File: src/rtl/irq_pkg.sv
package irq_pkg;
  localparam int unsigned OPC_W   = 8;
  localparam int unsigned FIELD_W = 3;
  localparam int unsigned SHIFT   = 3;

  typedef enum logic {ST_IDLE, ST_ACK} seq_state_e;

  // restart opcode form 11nnn111
  function automatic logic is_restart(input logic [OPC_W-1:0] opc);
    return (opc[7:6] == 2'b11) && (opc[2:0] == 3'b111);
  endfunction

  function automatic logic [FIELD_W-1:0] restart_num(input logic [OPC_W-1:0] opc);
    return opc[5:3];
  endfunction
endpackage

File: src/rtl/irq_enable_ff.sv
module irq_enable_ff (
  input  logic clk_i,
  input  logic rst_ni,
  input  logic ei_i,
  input  logic di_i,
  input  logic accept_i,
  output logic ie_o
);
  always_ff @(posedge clk_i or negedge rst_ni) begin
    if (!rst_ni)       ie_o <= 1'b0;
    else if (accept_i) ie_o <= 1'b0;
    else if (di_i)     ie_o <= 1'b0;
    else if (ei_i)     ie_o <= 1'b1;
  end
endmodule

File: src/rtl/irq_sampler.sv
module irq_sampler (
  input  logic clk_i,
  input  logic rst_ni,
  input  logic intr_i,
  input  logic sample_i,
  input  logic instr_end_i,
  input  logic ie_i,
  input  logic idle_i,
  output logic accept_o
);
  logic pending_q;

  always_ff @(posedge clk_i or negedge rst_ni) begin
    if (!rst_ni)                         pending_q <= 1'b0;
    else if (instr_end_i)                pending_q <= 1'b0;
    else if (sample_i && ie_i && intr_i) pending_q <= 1'b1;
    else if (sample_i)                   pending_q <= 1'b0;
  end

  // a disable between sample and end cancels the pending request
  assign accept_o = instr_end_i && pending_q && ie_i && idle_i;
endmodule

File: src/rtl/irq_seq.sv
module irq_seq
  import irq_pkg::*;
#(
  parameter int unsigned ADDR_W = 16,
  parameter int unsigned LEN_W  = 2
) (
  input  logic              clk_i,
  input  logic              rst_ni,
  input  logic              accept_i,
  input  logic [ADDR_W-1:0] pc_i,
  input  logic [LEN_W-1:0]  instr_len_i,
  output logic              idle_o,
  output logic              inta_o,
  output logic              capture_o,
  output logic              push_o,
  output logic [ADDR_W-1:0] ret_addr_o
);
  localparam int unsigned PAD_W = ADDR_W - LEN_W;

  seq_state_e state_q, state_d;

  always_comb begin
    state_d = state_q;
    unique case (state_q)
      ST_IDLE: if (accept_i) state_d = ST_ACK;
      ST_ACK:  state_d = ST_IDLE;
      default: state_d = ST_IDLE;
    endcase
  end

  always_ff @(posedge clk_i or negedge rst_ni) begin
    if (!rst_ni) begin
      state_q    <= ST_IDLE;
      push_o     <= 1'b0;
      ret_addr_o <= '0;
    end else begin
      state_q <= state_d;
      push_o  <= accept_i;
      if (accept_i) ret_addr_o <= pc_i + {{PAD_W{1'b0}}, instr_len_i};
    end
  end

  assign idle_o    = (state_q == ST_IDLE);
  assign inta_o    = (state_q == ST_ACK);
  assign capture_o = inta_o;
endmodule

File: src/rtl/irq_rst_decode.sv
module irq_rst_decode
  import irq_pkg::*;
#(
  parameter int unsigned ADDR_W = 16
) (
  input  logic              clk_i,
  input  logic              rst_ni,
  input  logic              capture_i,
  input  logic [OPC_W-1:0]  data_i,
  output logic              vector_valid_o,
  output logic [ADDR_W-1:0] vector_o,
  output logic              opcode_err_o
);
  localparam int unsigned HI_W = ADDR_W - FIELD_W - SHIFT;

  logic match;
  assign match = is_restart(data_i);

  always_ff @(posedge clk_i or negedge rst_ni) begin
    if (!rst_ni) begin
      vector_valid_o <= 1'b0;
      opcode_err_o   <= 1'b0;
      vector_o       <= '0;
    end else begin
      vector_valid_o <= capture_i && match;
      opcode_err_o   <= capture_i && !match;
      if (capture_i && match)
        vector_o <= {{HI_W{1'b0}}, restart_num(data_i), {SHIFT{1'b0}}};
    end
  end
endmodule

File: src/rtl/irq_front.sv
module irq_front
  import irq_pkg::*;
#(
  parameter int unsigned ADDR_W = 16,
  parameter int unsigned LEN_W  = 2
) (
  input  logic              clk_i,
  input  logic              rst_ni,
  input  logic              ei_i,
  input  logic              di_i,
  input  logic              intr_i,
  input  logic              sample_i,
  input  logic              instr_end_i,
  input  logic [ADDR_W-1:0] pc_i,
  input  logic [LEN_W-1:0]  instr_len_i,
  input  logic [OPC_W-1:0]  data_i,
  output logic              ie_o,
  output logic              inta_o,
  output logic              push_o,
  output logic [ADDR_W-1:0] ret_addr_o,
  output logic              vector_valid_o,
  output logic [ADDR_W-1:0] vector_o,
  output logic              opcode_err_o
);
  logic accept, idle, capture;

  irq_enable_ff i_enable (
    .clk_i    (clk_i),
    .rst_ni   (rst_ni),
    .ei_i     (ei_i),
    .di_i     (di_i),
    .accept_i (accept),
    .ie_o     (ie_o)
  );

  irq_sampler i_sampler (
    .clk_i       (clk_i),
    .rst_ni      (rst_ni),
    .intr_i      (intr_i),
    .sample_i    (sample_i),
    .instr_end_i (instr_end_i),
    .ie_i        (ie_o),
    .idle_i      (idle),
    .accept_o    (accept)
  );

  irq_seq #(.ADDR_W(ADDR_W), .LEN_W(LEN_W)) i_seq (
    .clk_i       (clk_i),
    .rst_ni      (rst_ni),
    .accept_i    (accept),
    .pc_i        (pc_i),
    .instr_len_i (instr_len_i),
    .idle_o      (idle),
    .inta_o      (inta_o),
    .capture_o   (capture),
    .push_o      (push_o),
    .ret_addr_o  (ret_addr_o)
  );

  irq_rst_decode #(.ADDR_W(ADDR_W)) i_decode (
    .clk_i          (clk_i),
    .rst_ni         (rst_ni),
    .capture_i      (capture),
    .data_i         (data_i),
    .vector_valid_o (vector_valid_o),
    .vector_o       (vector_o),
    .opcode_err_o   (opcode_err_o)
  );
endmodule

File: config.mk
export PLATFORM = sky130hd
export DESIGN_NAME = irq_front
export DESIGN_NICKNAME = d
export VERILOG_FILES = /design/src/rtl/irq_pkg.sv /design/src/rtl/irq_enable_ff.sv /design/src/rtl/irq_sampler.sv /design/src/rtl/irq_seq.sv /design/src/rtl/irq_rst_decode.sv /design/src/rtl/irq_front.sv
export SDC_FILE = /design/constraint.sdc
export NUM_CORES = 1
export LEC_CHECK = 0
export ABC_AREA = 1
export BUFFER_PORTS_ARGS = -buffer_cell sky130_fd_sc_hd__buf_4
export CAP_MARGIN = 20
export CORE_MARGIN = 1
export CORE_UTILIZATION = 36
export DETAILED_ROUTE_END_ITERATION = 7
export PLACE_DENSITY = 0.65
export REMOVE_ABC_BUFFERS = 1
export SYNTH_ARGS = -nofsm -noshare
export SYNTH_HDL_FRONTEND = slang
export SYNTH_SLANG_ARGS = --single-unit
File: constraint.sdc
create_clock -name clk_i -period 1.6 [get_ports clk_i]
set_input_delay 0.08 -clock clk_i [delete_from_list [all_inputs] [get_ports clk_i]]
set_output_delay 0.08 -clock clk_i [all_outputs]
set_load 0.005 [all_outputs]
==> impl_summary.md, run 1 <==
CTS
The number of buffers on the longest clock path is 2. In this run, post-CTS hold repair placed 3 buffers. The tree is rooted in a sky130_fd_sc_hd__clkbuf_8.

At the later pin of the worst-skew pair, clock insertion delay measures about 260 ps. The total number of H-tree levels is 1. The clock-pin slew of the registers on the worst-case setup and hold paths is 80 ps.

For this design, the sink count on the clock tree is 24. The total CTS buffers is 3. Buffers added to address setup during post-CTS repair amount to 0. The TritonCTS clock tree is done. The post-cts resize count is 0.

Yosys
After synthesis the cells add up to 0.00143 mm^2. The post-synthesis area per instance is 8.06 um^2. The count of cell types in the netlist is 32. In this run, synthesis produced a sequential element count of 24. The gate count after technology mapping is about 180. The total of warnings raised by yosys is 0. The sequential cell area fraction in the yosys report is 41.9%.

Worst setup path
The critical path in this run is classified as in -> reg. The maximum net fanout on the critical path is 2. The data arrival time at the worst-slack endpoint is approximately 1500 ps. The type of destination of the critical path is a flop. The launching element type of the critical path is an input port.

The worst path required time is 1800 ps.

Pwr
The clock network fraction of design power is 24.3%. The internal power consumption is 1.21 mW. The switching power of the nets is 0.450 mW. The power per standard cell area is 848 mW/mm^2. The logic gate share of total power is approximately 28%. The analysis attributes to cell leakage a power of roughly 1.1 nW. Power comes to roughly 1.7 mW.

In this run switching power makes up 27.0% of total power. The maximum vdd ir drop is 0.441 mV. The share of total power in sequential cells is 47.2%.

Global routing
Entering global routing, the biggest net connects 25 pins. The initial antenna violation count is 0. The number of global-route vias before repair is between 1000 and 1500.

The first global-routing pass estimated 5170 um of wire. Global routing finished with a remaining overflow of 0. The global routing usage summed across all routing layers is around 15%.

Final layout
The most common cell after layout, fill and taps aside is sky130_fd_sc_hd__buf_4. The area growth from synthesis to layout is 36.9%. The number of diodes is 0. In the final layout, the share of cells above drive strength 1 is 32.5%. In the final design database the tool counted 277 nets.

The top cell types in the final layout, fill and taps aside, are sky130_fd_sc_hd__buf_4, sky130_fd_sc_hd__nand2_1, sky130_fd_sc_hd__dfrtp_1, sky130_fd_sc_hd__nor2_1, sky130_fd_sc_hd__conb_1.

Placement
The final weighted congestion of routability-driven global placement is roughly 0.83. The half-perimeter wire length of the detailed placement result is 2280 um. Before CTS, the worst setup slack after placement is 87.6 ps.

The number of buffers added on ports is 56.

Timing
Setup repair after global routing left no endpoint under its margin. The final critical-path required period is ~1200 ps. Static timing analysis puts the maximum clock frequency at 802 MHz. In the post-route analysis, the smallest setup slack over all paths is 353 ps. Setup violations remaining at the end of the flow were counted as 0. The max-slew violation total from the final report is 0.

The final hold violation count came to 0. The clock arrives with 4.99 ps of skew. Dividing the final minimum period by the clock period gives 77.9%.

Routing
In the routed design, unresolved DRC markers number 0. Detailed routing inserted a total of 1286 vias. The number of detailed-route iterations in the first pass is 4. The routed design has ~3000 um of wire. Once detail routing completed, the nets flagged for antenna violations numbered 0. The detailed router finished its first iteration with 60 violations. Dividing the detail-routed wire length by the instance count gives slightly above 10 um. The per-cell via count in the routed design is 4.47.

Die
After floorplanning, the core was divided into 22 placement rows. The die is roughly 65 um wide. For this configuration, the core starts out at a cell density of roughly two fifths. The area inside the core boundary is 0.00374 mm^2.

The floorplan step defined a die boundary enclosing 0.00424 mm^2. Measured along the y axis, the die boundary spans approximately 65 um. 70 I/O pins were placed.

Status
The flow ran to the end, and the final reports show no timing, DRC or antenna violations.

Hold path
The worst hold path belongs to the class in -> reg.

Job
The number of maximum-capacitance violations is 0.
==> through the flow <==
stage / area (um^2) / utilization [%] / hold WS [ps] / setup TNS, ps / instances
2_1_floorplan: 1360 / - / -216 / -11.5 / 173
3_3_place_gp: 1850 / 49.4 / -0.894 / 0 / 278
3_5_place_dp: 1850 / 49.4 / -0.405 / 0 / 278
4_1_cts: 1930 / 51.6 / 1.63 / 0 / 285
5_1_grt: 1960 / 52.4 / 29.6 / 0 / 288
6_report: 1960 / 52.4 / 17.1 / 0 / 288
==> power groups by stage <==
stage	clock (mW)	combinational [mW]	sequential, mW
after global placement	0	0.466	0.798
after detailed placement	0	0.472	0.797
after CTS	0.417	0.478	0.789
after global routing	0.444	0.541	0.801
after floorplan	0	0.167	0.802
final	0.404	0.474	0.786
==> synth_stat cells <==
cell type                   n  area (um^2)
sky130_fd_sc_hd__o21ai_1    4         20.0
sky130_fd_sc_hd__nor2_4     2         22.5
sky130_fd_sc_hd__a21oi_1    1         5.00
sky130_fd_sc_hd__a31oi_1    1         6.26
sky130_fd_sc_hd__xor2_1     2         17.5
sky130_fd_sc_hd__nor2_1    13         48.8
sky130_fd_sc_hd__o21ai_2    1         8.76
sky130_fd_sc_hd__o21ai_0    4         20.0
sky130_fd_sc_hd__nand3_1   12         60.1
sky130_fd_sc_hd__inv_2      2         7.51
sky130_fd_sc_hd__dfrtp_1   24          601
sky130_fd_sc_hd__nor3_1     1         5.00
sky130_fd_sc_hd__nand2_2    3         18.8
sky130_fd_sc_hd__and3_1     1         6.26
sky130_fd_sc_hd__clkbuf_1   1         3.75
sky130_fd_sc_hd__nand3b_1   2         15.0
sky130_fd_sc_hd__conb_1     1         3.75
sky130_fd_sc_hd__inv_1      9         33.8
sky130_fd_sc_hd__nor2_2     3         18.8
sky130_fd_sc_hd__nand3_2    2         20.0
sky130_fd_sc_hd__buf_2      2         10.0
sky130_fd_sc_hd__a21o_1     1         7.51
sky130_fd_sc_hd__xnor2_1    4         35.0
sky130_fd_sc_hd__o21bai_1   1         7.51
sky130_fd_sc_hd__o21bai_2   1         11.3
sky130_fd_sc_hd__nand2_1   56          210
sky130_fd_sc_hd__a211oi_1   1         7.51
sky130_fd_sc_hd__nand2_4    3         33.8
sky130_fd_sc_hd__fa_1       1         20.0
sky130_fd_sc_hd__ha_1       2         25.0
sky130_fd_sc_hd__nand4_1    3         18.8
sky130_fd_sc_hd__buf_4     14          105
==> layer usage <==
layer	track usage, %	share of wire, %	wire, um
met5	0	0	0
met3	2.60	7.4	218
met1	22.2	45	1340
met2	24.5	47	1380
met4	2.45	0.34	10
==> flip-flops by register name (all words and copies together), names as in the netlist <==
signal                   cells
i_seq.push_o                 1
i_enable.ie_o                1
i_decode.vector_o            3
i_decode.vector_valid_o      1
i_sampler.pending_q          1
i_decode.opcode_err_o        1
i_seq.ret_addr_o            16
==> path summary, 6_finish.rpt <==
kind | start | endpoint | slack (ps) | depth (start not counted)
setup / recovery | data_i[0] | i_decode.opcode_err_o | 350 | 4
hold / removal | data_i[4] | i_decode.vector_o[4] | 20 | 3
setup reg to reg | i_seq.push_o | i_decode.opcode_err_o | 380 | 3
hold reg to reg | i_seq.ret_addr_o[8] | i_seq.ret_addr_o[8] | 480 | 2
max in group asynchronous | rst_ni | i_decode.opcode_err_o | 1130 | 2
min in group asynchronous | rst_ni | i_seq.ret_addr_o[9] | 240 | 2
==> area by class of cell <==
class,instances,area [um^2]
sequential,24,601
fill,377,1780
tap,48,60.1
clock buffer,4,55.1
timing repair buffer,63,488
inverter,11,41.3
multi-input combinational,138,718
==> kinds of logic after synthesis <==
logic type      after synthesis  share of synthesized area (%)
other cells                   1                          0.262
simple gates                101                           33.3
xor+xnor                      6                           3.66
flops                        24                           41.9
buf+inv                      28                           11.2
fa+ha+maj                     3                           3.14
compound gates               15                           6.55
==> worst max-delay path, cell delays in order <==
cell and delay [ps]:
sky130_fd_sc_hd__dlygate4sd3_1 540, sky130_fd_sc_hd__buf_4 140, sky130_fd_sc_hd__a31oi_1 130, sky130_fd_sc_hd__dlygate4sd3_1 550
(Power assumes the default switching activity.)
==> inputs of run 2 (changes only) <==
==> constraint.sdc (replaced) <==
create_clock -name clk_i -period 1.2 [get_ports clk_i]
set_input_delay 0.06 -clock clk_i [delete_from_list [all_inputs] [get_ports clk_i]]
set_output_delay 0.06 -clock clk_i [all_outputs]
set_load 0.005 [all_outputs]
==> run 2 against run 1 <==
Net effect:
- the flow now finishes with violations (negative setup slack)
- non-clock buffer count is 10 higher
- total power is 45% higher
- via count is 4.0% higher
- routed wire length is 14% higher
- highest routed layer unchanged
==> impl_summary.md, run 2 (synthesis gave the netlist of run 1 again) <==
CTS
The library cell used as clock root buffer is sky130_fd_sc_hd__clkbuf_8. TritonCTS created 3 clock buffers. TritonCTS built the clock tree. The clock-pin slew of the registers on the worst-case setup and hold paths is 90 ps.

The later pin in the worst-skew pair is clocked with a latency of 260 ps. The clock net sink count is 24. The number of buffers on the longest clock path is 2. The total number of H-tree levels is 1.

Die
The area of the die is 0.00424 mm^2. The floorplan step set the die width to 65.1 um. In this run the count of I/O pins placed on the die edge is 70. After floorplanning, the core was divided into 22 placement rows.

The y dimension of the die is 65.1 um. The initial core utilization is 38.3%. The area inside the core boundary is 0.00374 mm^2.

Worst setup path
The critical setup path kind is reg -> reg. The type of destination of the critical path is a flop. The cell that appears most often on the critical path is sky130_fd_sc_hd__nand2_1.

The data arrival time at the worst-slack endpoint is 1370 ps. The launching element type of the critical path is a flop. The cell family contributing the most delay on the critical path is buffers and inverters. The critical path starts at i_seq.push_o. The largest individual stage delay along the critical path comes from the cell sky130_fd_sc_hd__dfrtp_1. The largest incremental delay on the critical path is 400 ps. The launching point of the worst reg2reg path is i_seq.push_o. The worst path required time is 1360 ps. The number of buffers and inverters on the critical path is 3. The maximum net fanout on the critical path is 5.

The signal on the critical path passes through inv_2 -> nand4_1 -> buf_4 -> buf_6 -> nand2_1 -> nand2_1.

Routing
After the first detailed-routing iteration, the DRC count stood at 53. The per-cell via count in the routed design is 4.49. Across all layers, the routed design uses 1337 vias. In this run the remaining antenna-violating nets after routing total 0. After detailed routing, the total wire length is 3350 um. For this run, design rule violations remaining after detail routing come to 0.

The wire length per cell is about 11 um. The number of detailed-route iterations in the first pass is 4.

Placement
Routability-driven placement finished with a final weighted congestion of 0.830. Input and output buffers added on the ports amount to 56. Once detailed placement completed, the half-perimeter wirelength came to between 2000 and 2500 um. The worst slack at placement is -251 ps. The total instance count after detailed placement is between 200 and 300.

Global routing
The global-route wire length before repair is 5150 um. The initial antenna violation count came to 0. Across every metal layer, demand over resource in global routing totals 15.8%. Entering global routing, the biggest net connects 25 pins. The remaining global-route overflow is 0.

The number of global-route vias before repair was between 1000 and 1500.

Timing
Setup repair after global routing could not meet its margin everywhere. Setup violations remaining at the end of the flow were counted as 7. The final hold violation count was 0.

The final worst-path cycle share is 101%. The max-slew violation total from the final report is 0. The final critical-path required period is 1210 ps. On the final layout, the worst clock skew is 2.76 ps. Derived from the worst setup path, the maximum achievable clock frequency is 826 MHz. Once routing completed, OpenROAD measured the worst setup slack at -10.9 ps. The setup TNS is -43.7 ps.

Final layout
Counting the fill cells in the layout gives about 370. The most common cell after layout, fill and taps aside is sky130_fd_sc_hd__buf_4. In the final design database the tool counted 287 nets.

The count of cells in the finished layout, fillers not included, comes to roughly 300. The largest registers in the layout are i_seq.ret_addr_o: 16 flops, i_decode.vector_o: 3 flops. i_seq.ret_addr_o holds more flip-flops than any other register.

The flip-flop count of the largest register after layout is 16. The sequential cells in the finished layout cover a total of 601 um^2. Summing all multi-input logic gate instances after layout gives 726 um^2. The area growth from synthesis to layout is 45.1%. Of the cells placed in the final design, the portion with a size suffix greater than 1 is 35.6%. Leaving out fill and tap cells, the most frequent cells in the layout are sky130_fd_sc_hd__buf_4, sky130_fd_sc_hd__nand2_1, sky130_fd_sc_hd__dfrtp_1, sky130_fd_sc_hd__nor2_1, sky130_fd_sc_hd__conb_1. The number of diodes is 0.

Hold path
In this run the most critical hold path is launched from data_i[5]. The tightest min-delay check is of the in -> reg type.

Pwr
The internal power consumption is 1.79 mW. The switching power of the nets is 0.622 mW. The logic gate share of total power is between 20% and 30%. The share of total power dissipated in the clock network is 29.0%. Total power for the finished layout comes to ~2.4 mW. Per report_power, the sequential group accounts for 43.6% of the total.

The leakage power figure is between 1 and 1.5 nW. The power per standard cell area is 1160 mW/mm^2. The maximum vdd ir drop is 0.600 mV. Net switching is 25.8% of the power.

Status
The checks that failed: negative setup slack. The run finished, with violations left.

Job
Max-cap violations in this run came to 0.
==> run 2: cell types whose count changed in the layout (fill, tap and decap cells not counted), moves of 2 or more <==
cell | before | now
sky130_fd_sc_hd__buf_4 | 57 | 62
sky130_fd_sc_hd__buf_6 | 0 | 3
sky130_fd_sc_hd__dlygate4sd3_1 | 6 | 8
sky130_fd_sc_hd__nand2_1 | 56 | 54
sky130_fd_sc_hd__nand2_2 | 3 | 5
==> run 2: timing repair <==
action | 4_1_cts | 5_1_grt
gates resized for setup | 0 | 10
endpoints found under the hold margin | 29 | 0
hold buffers | 8 | 0
setup buffers | 0 | 3
endpoints found under the setup margin | 0 | 16
==> run 2: layout make-up <==
| type | instances | area share [%] |
|---|---|---|
| Sequential cell | 24 | 28.9 |
| Timing Repair Buffer | 73 | 27.8 |
| Tap cell | 48 | 2.89 |
| Inverter | 11 | 2.10 |
| Clock buffer | 3 | 1.98 |
| Multi-Input combinational cell | 138 | 34.9 |
| Clock inverter | 1 | 1.44 |
==> run 2: final timing paths <==
| check | to | slack [ps] | depth (start not counted) |
|---|---|---|---|
| max in group asynchronous | i_seq.ret_addr_o[12] | 740 | 2 |
| min in group asynchronous | i_seq.ret_addr_o[9] | 230 | 2 |
| min | i_decode.vector_o[5] | 4 | 3 |
| min reg2reg | i_seq.ret_addr_o[7] | 490 | 2 |
| max | i_seq.ret_addr_o[11] | -10 | 6 |
| max reg2reg | i_seq.ret_addr_o[11] | -10 | 6 |
==> run 2: tightest hold or removal path: stages <==
cell	delay (ps)
sky130_fd_sc_hd__buf_4	80
sky130_fd_sc_hd__nand2_1	40
sky130_fd_sc_hd__nand2_1	60
==> run 2: per-stage QoR <==
step                utilization (%)  hold slack, ps  instance area [um^2]
floorplan                         -            -236                  1360
global placement               50.0           -21.5                  1870
detailed placement             50.0           -19.5                  1870
CTS                            54.0            6.21                  2020
global route                   55.6            18.8                  2080
finish                         55.6            3.83                  2080
==> run 2: routing by layer <==
metal  track usage, %  routed length (um)  part of all wire (%)  vias up
met5                0                   0                     0        -
met4             4.89                  29                  0.87        0
met3             2.43                 216                   6.4        4
met2             25.9                1540                    46       55
met1             21.4                1560                    47      595
li1                 -                   -                     -      683
==> run 2: power by group through the flow <==
stage,Clock (mW),Combinational [mW],Sequential [mW]
3_3_place_gp,0,0.628,1.06
5_1_grt,0.749,0.734,1.07
2_1_floorplan,0,0.223,1.07
3_5_place_dp,0,0.637,1.06
6_report,0.699,0.663,1.05
4_1_cts,0.709,0.658,1.05
